[config.mk]
export PLATFORM = sky130hd
export DESIGN_NAME = adc_cal_corrector
export DESIGN_NICKNAME = d
export VERILOG_FILES = /design/src/rtl/adc_cal_pkg.sv /design/src/rtl/cal_coef_table.sv /design/src/rtl/cal_round_sat.sv /design/src/rtl/cal_datapath.sv /design/src/rtl/adc_cal_corrector.sv
export SDC_FILE = /design/constraint.sdc
export NUM_CORES = 2
export LEC_CHECK = 0
export ABC_CLOCK_PERIOD_IN_PS = 14020
export CAP_MARGIN = 20
export CORE_MARGIN = 2
export CORE_UTILIZATION = 55
export DETAILED_ROUTE_END_ITERATION = 8
export GPL_ROUTABILITY_DRIVEN = 0
export PLACE_DENSITY = 0.7
export SKIP_LAST_GASP = 1
export SYNTH_ARGS = -nofsm -noshare
export SYNTH_HDL_FRONTEND = slang
export SYNTH_SLANG_ARGS = --single-unit
[constraint.sdc]
create_clock -name clk -period 14.02 [get_ports clk]
set_input_delay 2.103 -clock clk [delete_from_list [all_inputs] [get_ports clk]]
set_output_delay 2.103 -clock clk [all_outputs]
set_load 0.005 [all_outputs]
[src/rtl/adc_cal_pkg.sv]
package adc_cal_pkg;
    localparam int NUM_CH   = 40;
    localparam int SAMPLE_W = 16;
    localparam int COEF_W   = 16;
    localparam int FRAC_W   = 15;
    localparam int CH_W     = 6;
    localparam int SUM_W    = SAMPLE_W + 1;
    localparam int PROD_W   = SUM_W + COEF_W + 1;
    localparam logic [COEF_W-1:0] GAIN_UNITY = COEF_W'(1) << FRAC_W;

    typedef logic [CH_W-1:0]            ch_t;
    typedef logic signed [SAMPLE_W-1:0] sample_t;
    typedef logic signed [COEF_W-1:0]   offset_t;
    typedef logic [COEF_W-1:0]          gain_t;
    typedef logic signed [SUM_W-1:0]    sum_t;
    typedef logic signed [PROD_W-1:0]   prod_t;

    typedef enum logic {KIND_OFFSET = 1'b0, KIND_GAIN = 1'b1} coef_kind_e;

    typedef struct packed {
        logic  valid;
        ch_t   ch;
        sum_t  sum;
        gain_t gain;
    } stage_sum_t;

    typedef struct packed {
        logic  valid;
        ch_t   ch;
        prod_t prod;
    } stage_prod_t;

    // Scale down by 2^FRAC_W, round half away from zero, clamp to sample range.
    function automatic sample_t round_sat(input prod_t p);
        logic [PROD_W-1:0] mag;
        logic [PROD_W-1:0] rmag;
        logic [PROD_W-1:0] neg_mag;
        sample_t           res;
        mag  = p[PROD_W-1] ? PROD_W'(-p) : PROD_W'(p);
        rmag = (mag + (PROD_W'(1) << (FRAC_W - 1))) >> FRAC_W;
        if (p[PROD_W-1]) begin
            neg_mag = PROD_W'(0) - rmag;
            res = (rmag > (PROD_W'(1) << (SAMPLE_W - 1))) ? sample_t'({1'b1, {(SAMPLE_W-1){1'b0}}})
                                                          : sample_t'(neg_mag[SAMPLE_W-1:0]);
        end else begin
            res = (rmag > ((PROD_W'(1) << (SAMPLE_W - 1)) - PROD_W'(1)))
                  ? sample_t'({1'b0, {(SAMPLE_W-1){1'b1}}}) : sample_t'(rmag[SAMPLE_W-1:0]);
        end
        return res;
    endfunction
endpackage

[src/rtl/cal_coef_table.sv]
module cal_coef_table
    import adc_cal_pkg::*;
#(
    parameter int CHANNELS = NUM_CH
) (
    input  logic    clk,
    input  logic    rst,
    input  logic    wr_en,
    input  logic    wr_kind,
    input  ch_t     wr_ch,
    input  gain_t   wr_data,
    input  ch_t     rd_ch,
    output offset_t rd_offset,
    output gain_t   rd_gain
);
    offset_t offset_q [CHANNELS];
    gain_t   gain_q   [CHANNELS];

    for (genvar i = 0; i < CHANNELS; i++) begin : g_chan
        always_ff @(posedge clk) begin
            if (rst) begin
                offset_q[i] <= '0;
                gain_q[i]   <= GAIN_UNITY;
            end else if (wr_en && int'(wr_ch) == i) begin
                if (coef_kind_e'(wr_kind) == KIND_GAIN) gain_q[i] <= wr_data;
                else                                    offset_q[i] <= offset_t'(wr_data);
            end
        end
    end

    always_comb begin
        rd_offset = '0;
        rd_gain   = GAIN_UNITY;
        if (int'(rd_ch) < CHANNELS) begin
            rd_offset = offset_q[rd_ch];
            rd_gain   = gain_q[rd_ch];
        end
    end

    AST_RESET_DEFAULTS: assert property (@(posedge clk)
        $past(rst) |-> (rd_offset == '0 && rd_gain == GAIN_UNITY));
    AST_OOR_DEFAULTS: assert property (@(posedge clk) disable iff (rst)
        (int'(rd_ch) >= CHANNELS) |-> (rd_offset == '0 && rd_gain == GAIN_UNITY));
endmodule

[src/rtl/cal_round_sat.sv]
module cal_round_sat
    import adc_cal_pkg::*;
(
    input  prod_t   prod,
    output sample_t result
);
    always_comb result = round_sat(prod);
endmodule

[src/rtl/cal_datapath.sv]
module cal_datapath
    import adc_cal_pkg::*;
(
    input  logic    clk,
    input  logic    rst,
    input  logic    in_valid,
    input  ch_t     in_ch,
    input  sample_t in_sample,
    input  offset_t offset,
    input  gain_t   gain,
    output logic    out_valid,
    output ch_t     out_ch,
    output sample_t out_sample
);
    stage_sum_t  s_sum;
    stage_prod_t s_prod;
    sample_t     rs_value;
    prod_t       mul_a;
    prod_t       mul_b;

    always_ff @(posedge clk) begin
        if (rst) begin
            s_sum <= '0;
        end else begin
            s_sum.valid <= in_valid;
            s_sum.ch    <= in_ch;
            s_sum.sum   <= sum_t'(in_sample) + sum_t'(offset);
            s_sum.gain  <= gain;
        end
    end

    always_comb begin
        mul_a = prod_t'(s_sum.sum);
        mul_b = prod_t'({{(PROD_W-COEF_W){1'b0}}, s_sum.gain});
    end

    always_ff @(posedge clk) begin
        if (rst) begin
            s_prod <= '0;
        end else begin
            s_prod.valid <= s_sum.valid;
            s_prod.ch    <= s_sum.ch;
            s_prod.prod  <= mul_a * mul_b;
        end
    end

    cal_round_sat u_round (
        .prod   (s_prod.prod),
        .result (rs_value)
    );

    always_ff @(posedge clk) begin
        if (rst) begin
            out_valid  <= 1'b0;
            out_ch     <= '0;
            out_sample <= '0;
        end else begin
            out_valid  <= s_prod.valid;
            out_ch     <= s_prod.ch;
            out_sample <= rs_value;
        end
    end

    AST_ZERO_GAIN: assert property (@(posedge clk) disable iff (rst)
        (s_sum.valid && s_sum.gain == '0) |=> ##1 (out_sample == '0));
    AST_CLAMP_HIGH: assert property (@(posedge clk) disable iff (rst)
        (s_prod.valid && !s_prod.prod[PROD_W-1] && s_prod.prod >= (prod_t'(1) <<< (FRAC_W + SAMPLE_W - 1)))
        |=> (out_sample == 16'sh7fff));
    AST_CLAMP_LOW: assert property (@(posedge clk) disable iff (rst)
        (s_prod.valid && s_prod.prod <= -(prod_t'(1) <<< (FRAC_W + SAMPLE_W - 1)))
        |=> (out_sample == -16'sh8000));
endmodule

[src/rtl/adc_cal_corrector.sv]
module adc_cal_corrector
    import adc_cal_pkg::*;
#(
    parameter int CHANNELS = NUM_CH
) (
    input  logic                clk,
    input  logic                rst,
    input  logic                coef_we,
    input  logic                coef_kind,
    input  logic [CH_W-1:0]     coef_ch,
    input  logic [COEF_W-1:0]   coef_data,
    input  logic                smp_valid,
    input  logic [CH_W-1:0]     smp_ch,
    input  logic [SAMPLE_W-1:0] smp_data,
    output logic                cal_valid,
    output logic [CH_W-1:0]     cal_ch,
    output logic [SAMPLE_W-1:0] cal_sample
);
    offset_t cur_offset;
    gain_t   cur_gain;
    sample_t res_sample;
    ch_t     res_ch;

    cal_coef_table #(.CHANNELS(CHANNELS)) u_table (
        .clk       (clk),
        .rst       (rst),
        .wr_en     (coef_we),
        .wr_kind   (coef_kind),
        .wr_ch     (coef_ch),
        .wr_data   (coef_data),
        .rd_ch     (smp_ch),
        .rd_offset (cur_offset),
        .rd_gain   (cur_gain)
    );

    cal_datapath u_path (
        .clk        (clk),
        .rst        (rst),
        .in_valid   (smp_valid),
        .in_ch      (smp_ch),
        .in_sample  (sample_t'(smp_data)),
        .offset     (cur_offset),
        .gain       (cur_gain),
        .out_valid  (cal_valid),
        .out_ch     (res_ch),
        .out_sample (res_sample)
    );

    assign cal_ch     = res_ch;
    assign cal_sample = res_sample;

    // Edges seen since reset, saturating, so the latency checks never look into reset.
    logic [1:0] warm_q;
    always_ff @(posedge clk) begin
        if (rst)               warm_q <= '0;
        else if (warm_q != 2'd3) warm_q <= warm_q + 2'd1;
    end

    AST_VALID_LATENCY: assert property (@(posedge clk) disable iff (rst || warm_q != 2'd3)
        cal_valid == $past(smp_valid, 3));
    AST_CH_CARRY: assert property (@(posedge clk) disable iff (rst || warm_q != 2'd3)
        cal_valid |-> (cal_ch == $past(smp_ch, 3)));
endmodule

# Yosys cells after proc, flatten, opt, wreduce, memory -nomap -nowiden
# Memories as Yosys holds them, arrays and structs flattened.
# Index checks and enable logic that the tools add are counted.
dict set report classes {
  eq_ne 39
  n_div 0
  shifts 0
  order_cmp 3
  multipliers 1
  bitwise 81
  reduce_logical 42
  add_sub_neg 4
  muxes 330
}
# operator n
set op_table {}
lappend op_table {{$mux W16} 85}
lappend op_table {{$mux W1} 244}
lappend op_table {{$eq A6 B6 Y1 const B} 24}
lappend op_table {{$or A1 B1 Y1} 80}
lappend op_table {{$eq A6 B5 Y1 const B} 8}
lappend op_table {{$logic_and A1 B1 Y1} 40}
lappend op_table {{$add A34 B15 Y34 const B} 1}
lappend op_table {{$mul A17 B17 Y34} 1}
lappend op_table {{$mux W34} 1}
lappend op_table {{$neg A34 Y34} 1}
lappend op_table {{$eq A6 B4 Y1 const B} 4}
lappend op_table {{$gt A19 B15 Y1 const B} 1}
lappend op_table {{$gt A19 B16 Y1 const B} 1}
lappend op_table {{$add A16 B16 Y17} 1}
lappend op_table {{$sub A1 B16 Y16 const A} 1}
lappend op_table {{$eq A6 B3 Y1 const B} 2}
lappend op_table {{$eq A6 B2 Y1 const B} 1}
lappend op_table {{$logic_not A6 Y1} 1}
lappend op_table {{$lt A6 B6 Y1 const B} 1}
lappend op_table {{$reduce_or A2 Y1} 1}
lappend op_table {{$not A1 Y1} 1}
dict set report word_totals {
  mem_bits_rw 1280
  mem_count 2
  romBits 0
  latch_bits 0
  ff_bits 104
}
# memory words word_bits read_ports rd_clocked_by_memory_dff wr line_no
set mem_list {}
lappend mem_list {u_table.gain_q 40 16 1 0 40 cal_coef_table.sv:17} ;# gain_t gain_q [CHANNELS];
lappend mem_list {u_table.offset_q 40 16 1 0 40 cal_coef_table.sv:16} ;# offset_t offset_q [CHANNELS];

# Logic depth before layout (Yosys ltp)
dict set report logic_depth {
  word_depth 6
  ltp_mapped 27
}

# Hierarchy
# From an unflattened synthesis, not the netlist that was laid out.
dict set report unflattened {
  hier_cells 5786
  area_unflattened_um2 75768.9
}
# module n_inst cells_each area_each_um2
set by_module_without_submodules {}
lappend by_module_without_submodules {cal_coef_table 1 3916 59344.4}
lappend by_module_without_submodules {cal_datapath 1 1515 13937.1}
lappend by_module_without_submodules {cal_round_sat 1 355 2487.4}

# Least setup slack after synthesis
# No wires, ideal clock.
dict set report synth_timing {
  path_kind {input to register}
  from {input smp_ch[0]}
  to {register u_path.s_sum (netlist bit u_path.mul_a[15])}
  required_ns 13.958
  setup_slack_ns 6.782
  t_arrival_ns 7.177
  path_buffers 5
  stages 21
  setup_ns 0.062
  cell_sequence {clkbuf_1 > buf_2 > buf_1 > buf_1 > buf_1 > mux4_2 > mux2_2 > a221oi_1 > a21oi_1 > ha_1 > a21o_1 > a21oi_1 > o21ai_0 > a21oi_1 > nand2b_1 > a21boi_0 > o31a_1 > o2111ai_1 > nand2_1 > a2111o_1 > nand3_1}
}
dict set report synth_via {
  elab_chain_len 3
}
# element line_no
set synth_lines {}
lappend synth_lines {{from (decl)} adc_cal_corrector.sv:13} ;# input logic [CH_W-1:0] smp_ch,
lappend synth_lines {{$mem_v2 Z40 W16 or $lt A6 B6 Y1 (tied branches)} -}
lappend synth_lines {{$mux W16 *} cal_coef_table.sv:34} ;# if (int'(rd_ch) < CHANNELS) begin
lappend synth_lines {{$add A16 B16 Y17 *} cal_datapath.sv:27} ;# s_sum.sum <= sum_t'(in_sample) + sum_t'(offset);
lappend synth_lines {{to (decl)} cal_datapath.sv:15} ;# stage_sum_t s_sum;
# Every way passes the cells marked *; elsewhere a longest branch is shown, timed or not.
# A chain may end at the register's enable or synchronous reset.

# Worst setup path after layout
dict set report layout_timing {
  from {register u_path.s_sum (netlist bit u_path.mul_b[2])}
  to {register, netlist name u_path.s_prod[32]}
}
dict set report layout_via {
  elab_chain_len 1
}
# element line_no
set layout_lines {}
lappend layout_lines {{$mul A17 B17 Y34} cal_datapath.sv:43} ;# s_prod.prod <= mul_a * mul_b;
# No other way between the ends.

==> results.sh <==
export IMPL_status="complete, no violations"
export IMPL_clock_latency_ns=0.79
export IMPL_synth_seq_area_share=0.545
export IMPL_worst_pin_slew_ns=1.19
export IMPL_yosys_area_top_type="edfxtp_1"
export IMPL_holdCritPathClass="register to register"
export IMPL_slew_viol_final=0
export IMPL_htreeDepth=4
export IMPL_initial_core_util=0.555
export IMPL_die_w_um=372
export IMPL_startpoint_type="register"
export IMPL_clock_path_buffers=3
export IMPL_core_area_um2=134000
export IMPL_cts_buffers_inserted=145
export IMPL_finalCriticalPeriod_ns=7.23
export IMPL_synth_top_area_share=0.517
export IMPL_crit_path_end_kind="register"
export IMPL_dr_wl_met2_um=92800
export IMPL_ys_warn_count=0
export IMPL_post_cts_setup_buffers=0
export IMPL_layout_drive_gt1_share=0.153
export IMPL_synth_nets=5869
export IMPL_syn_to_final_growth_pct=9.57
export IMPL_tns_ns=0
export IMPL_clock_root_buffer="clkbuf_16"
export IMPL_ys_types=75
export IMPL_grt_pass1_wl_um=283000
export IMPL_grt_setup_unrepaired="no"
export IMPL_p_leak_nw=30.2
export IMPL_final_hold_viol_count=0
export IMPL_critical_path_class="register to register"
export IMPL_grt_usage=0.279
export IMPL_grt_antenna_before_repair=9
export IMPL_postCtsHoldBufs=0
export IMPL_setup_viol=0
export IMPL_place_detailed_hpwl_um=118000
export IMPL_maxSlewHeadroom=0.203
export IMPL_top_layer_used="met5"
export IMPL_port_buffers=71
export IMPL_synthArstFlopShare=0
export IMPL_ys_top_cells_by_area="edfxtp_1, mux4_2, and2_1, fa_1, dfxtp_1"
export IMPL_syn_area_um2=74300
export IMPL_cts_sinks=1384
export IMPL_avgSynthCellArea_um2=13.7
export IMPL_critPathArrivalTime_ns=7.93
export IMPL_hold_depth=1
export IMPL_layout_cells_most_common="and2_1"
export IMPL_powerDensity_nw_per_um2=134
export IMPL_skew_ns=0.0434
export IMPL_grt_pass1_vias=44505
export IMPL_ys_flop_type="edfxtp_1"
export IMPL_grt_max_degree=81
export IMPL_cts_tree="yes"
export IMPL_fmax_mhz=138
export IMPL_synth_edf_count=1280
export IMPL_finalCritPeriodShare=0.516
export IMPL_row_count=134
export IMPL_path_max_fanout=17
export IMPL_postSynthCellCount=5434
export IMPL_grt_overflow=0
export IMPL_first_pass_iters=6
export IMPL_peakVddDrop_mv=0.124
export IMPL_nNetsFinal=5813
export IMPL_wl_um=188000
export IMPL_wl_met1_um=73700
export IMPL_antenna_left=0
export IMPL_final_cell_mix="and2_1, edfxtp_1, mux4_2"
export IMPL_utilization=0.608
export IMPL_vias_per_cell=5.98
export IMPL_wl_met3_um=15900
export IMPL_drcViolationCount=0
export IMPL_fp_dieH_um=372
export IMPL_io_pins=72
export IMPL_synth_seq_cells=1384
export IMPL_worst_r2r_cell_count=22
export IMPL_cp_required_ns=14.72
export IMPL_die_area_um2=138000
export IMPL_cts_resized=0
export IMPL_routedWlPerCell_um=25.9
export IMPL_drt_iter0_drc=4557
export IMPL_path_clk_slew_ns=0.05
export IMPL_vias=43436
export IMPL_cap_violations=0
==> cell usage after synthesis (8+ instances only) <==
cell type and count:
mux2_2 18, clkbuf_1 383, ha_1 106, nor2_1 167, buf_1 39, nor3b_1 8, or2_2 12, a21o_1 26
nor2b_1 59, o31ai_1 9, inv_1 371, dfxtp_1 104, and2_1 1359, mux2i_1 29, nand2_1 240, a221oi_1 17
nand2b_1 13, and3_1 9, xor2_1 26, nand3_1 33, mux4_2 385, a211oi_1 36, o21bai_1 77, edfxtp_1 1280
fa_1 280, a21oi_1 69, or3_1 48, o21ai_0 41, xnor2_1 43, nor3_1 36
==> power breakdown <==
part / switching [mW] / internal [mW] / leakage [nW]
sequential: 0.204 / 4.77 / 13.0
clock: 1.67 / 2.01 / 2.19
combinational: 1.31 / 0.915 / 14.9
total: 3.18 / 7.69 / 30.2
==> worst max-delay path: stages, from the launching register on <==
cell      delay (ns)
dfxtp_1         0.86
nand2_1         0.18
fa_1            0.55
fa_1            0.48
fa_1            0.54
inv_1           0.05
fa_1            0.48
fa_1            0.49
inv_1           0.05
fa_1            0.47
inv_1           0.04
ha_1            0.36
a21o_1          0.19
a21oi_1         0.13
nor2b_1         0.05
o21ai_0         0.28
nand2_1         0.09
a311oi_1        0.57
or4_1           0.29
a21boi_0        0.15
or3b_2          0.50
and3_1          0.18
nor3_1          0.15
==> state kept, by name, summed over array words and instances (netlist names) <==
signal and flops:
u_path.s_sum 7, u_path.out_ch 6, u_path.mul_a 17, u_path.s_prod 41, u_table.offset_q 640, u_path.mul_b 16
u_path.out_sample 16, u_path.out_valid 1, u_table.gain_q 640
==> area by class of cell <==
cell class,count,area [um^2]
Fill cell,10070,52400
Antenna cell,1,2.50
Tap cell,1768,2210
Sequential cell,1384,40500
Multi-Input combinational cell,3247,30800
Inverter,373,1400
Clock buffer,180,3800
Timing Repair Buffer,227,1910
Clock inverter,85,726
==> path summary, 6_finish.rpt <==
check | start | end | slack [ns]
min | u_path.s_sum[33] | u_path.s_prod[34] | 0.43
min reg2reg | u_path.s_sum[33] | u_path.s_prod[34] | 0.43
max | u_path.mul_b[2] | u_path.s_prod[32] | 6.79
max reg2reg | u_path.mul_b[2] | u_path.s_prod[32] | 6.79
==> per-stage QoR <==
step / instance area, um^2 / total power [mW] / setup slack (ns) / cells / hold WS, ns
floorplan: 74300 / 6.58 / 6.78 / 5434 / 0.414
global placement: 76600 / 7.23 / 6.28 / 6973 / 0.418
detailed placement: 76800 / 7.28 / 6.21 / 6986 / 0.424
CTS: 81300 / 10.9 / 6.79 / 7251 / 0.437
global route: 81400 / 11.4 / 6.38 / 7264 / 0.457
finish: 81400 / 10.9 / 6.79 / 7265 / 0.431
==> layer usage <==
layer,GRT usage,vias to the layer above
met5,0,-
met4,0.0864,8
met3,0.0530,353
met2,0.461,1925
met1,0.378,22252
li1,-,18898
==> cells by family (layout without fill, tap and decap cells) <==
kind of cell	after synthesis	count (layout)	share of synthesized area
adders and majority gates	387	387	0.0934
and+or+nand+nor	2013	2013	0.156
other	0	1	0
DFF	1384	1384	0.545
AOI/OAI and AO/OA	346	346	0.0327
muxes	432	432	0.123
xor gates and xnor gates	69	69	0.00814
buffers and inverters	803	865	0.0407
(Power assumes the default switching activity.)
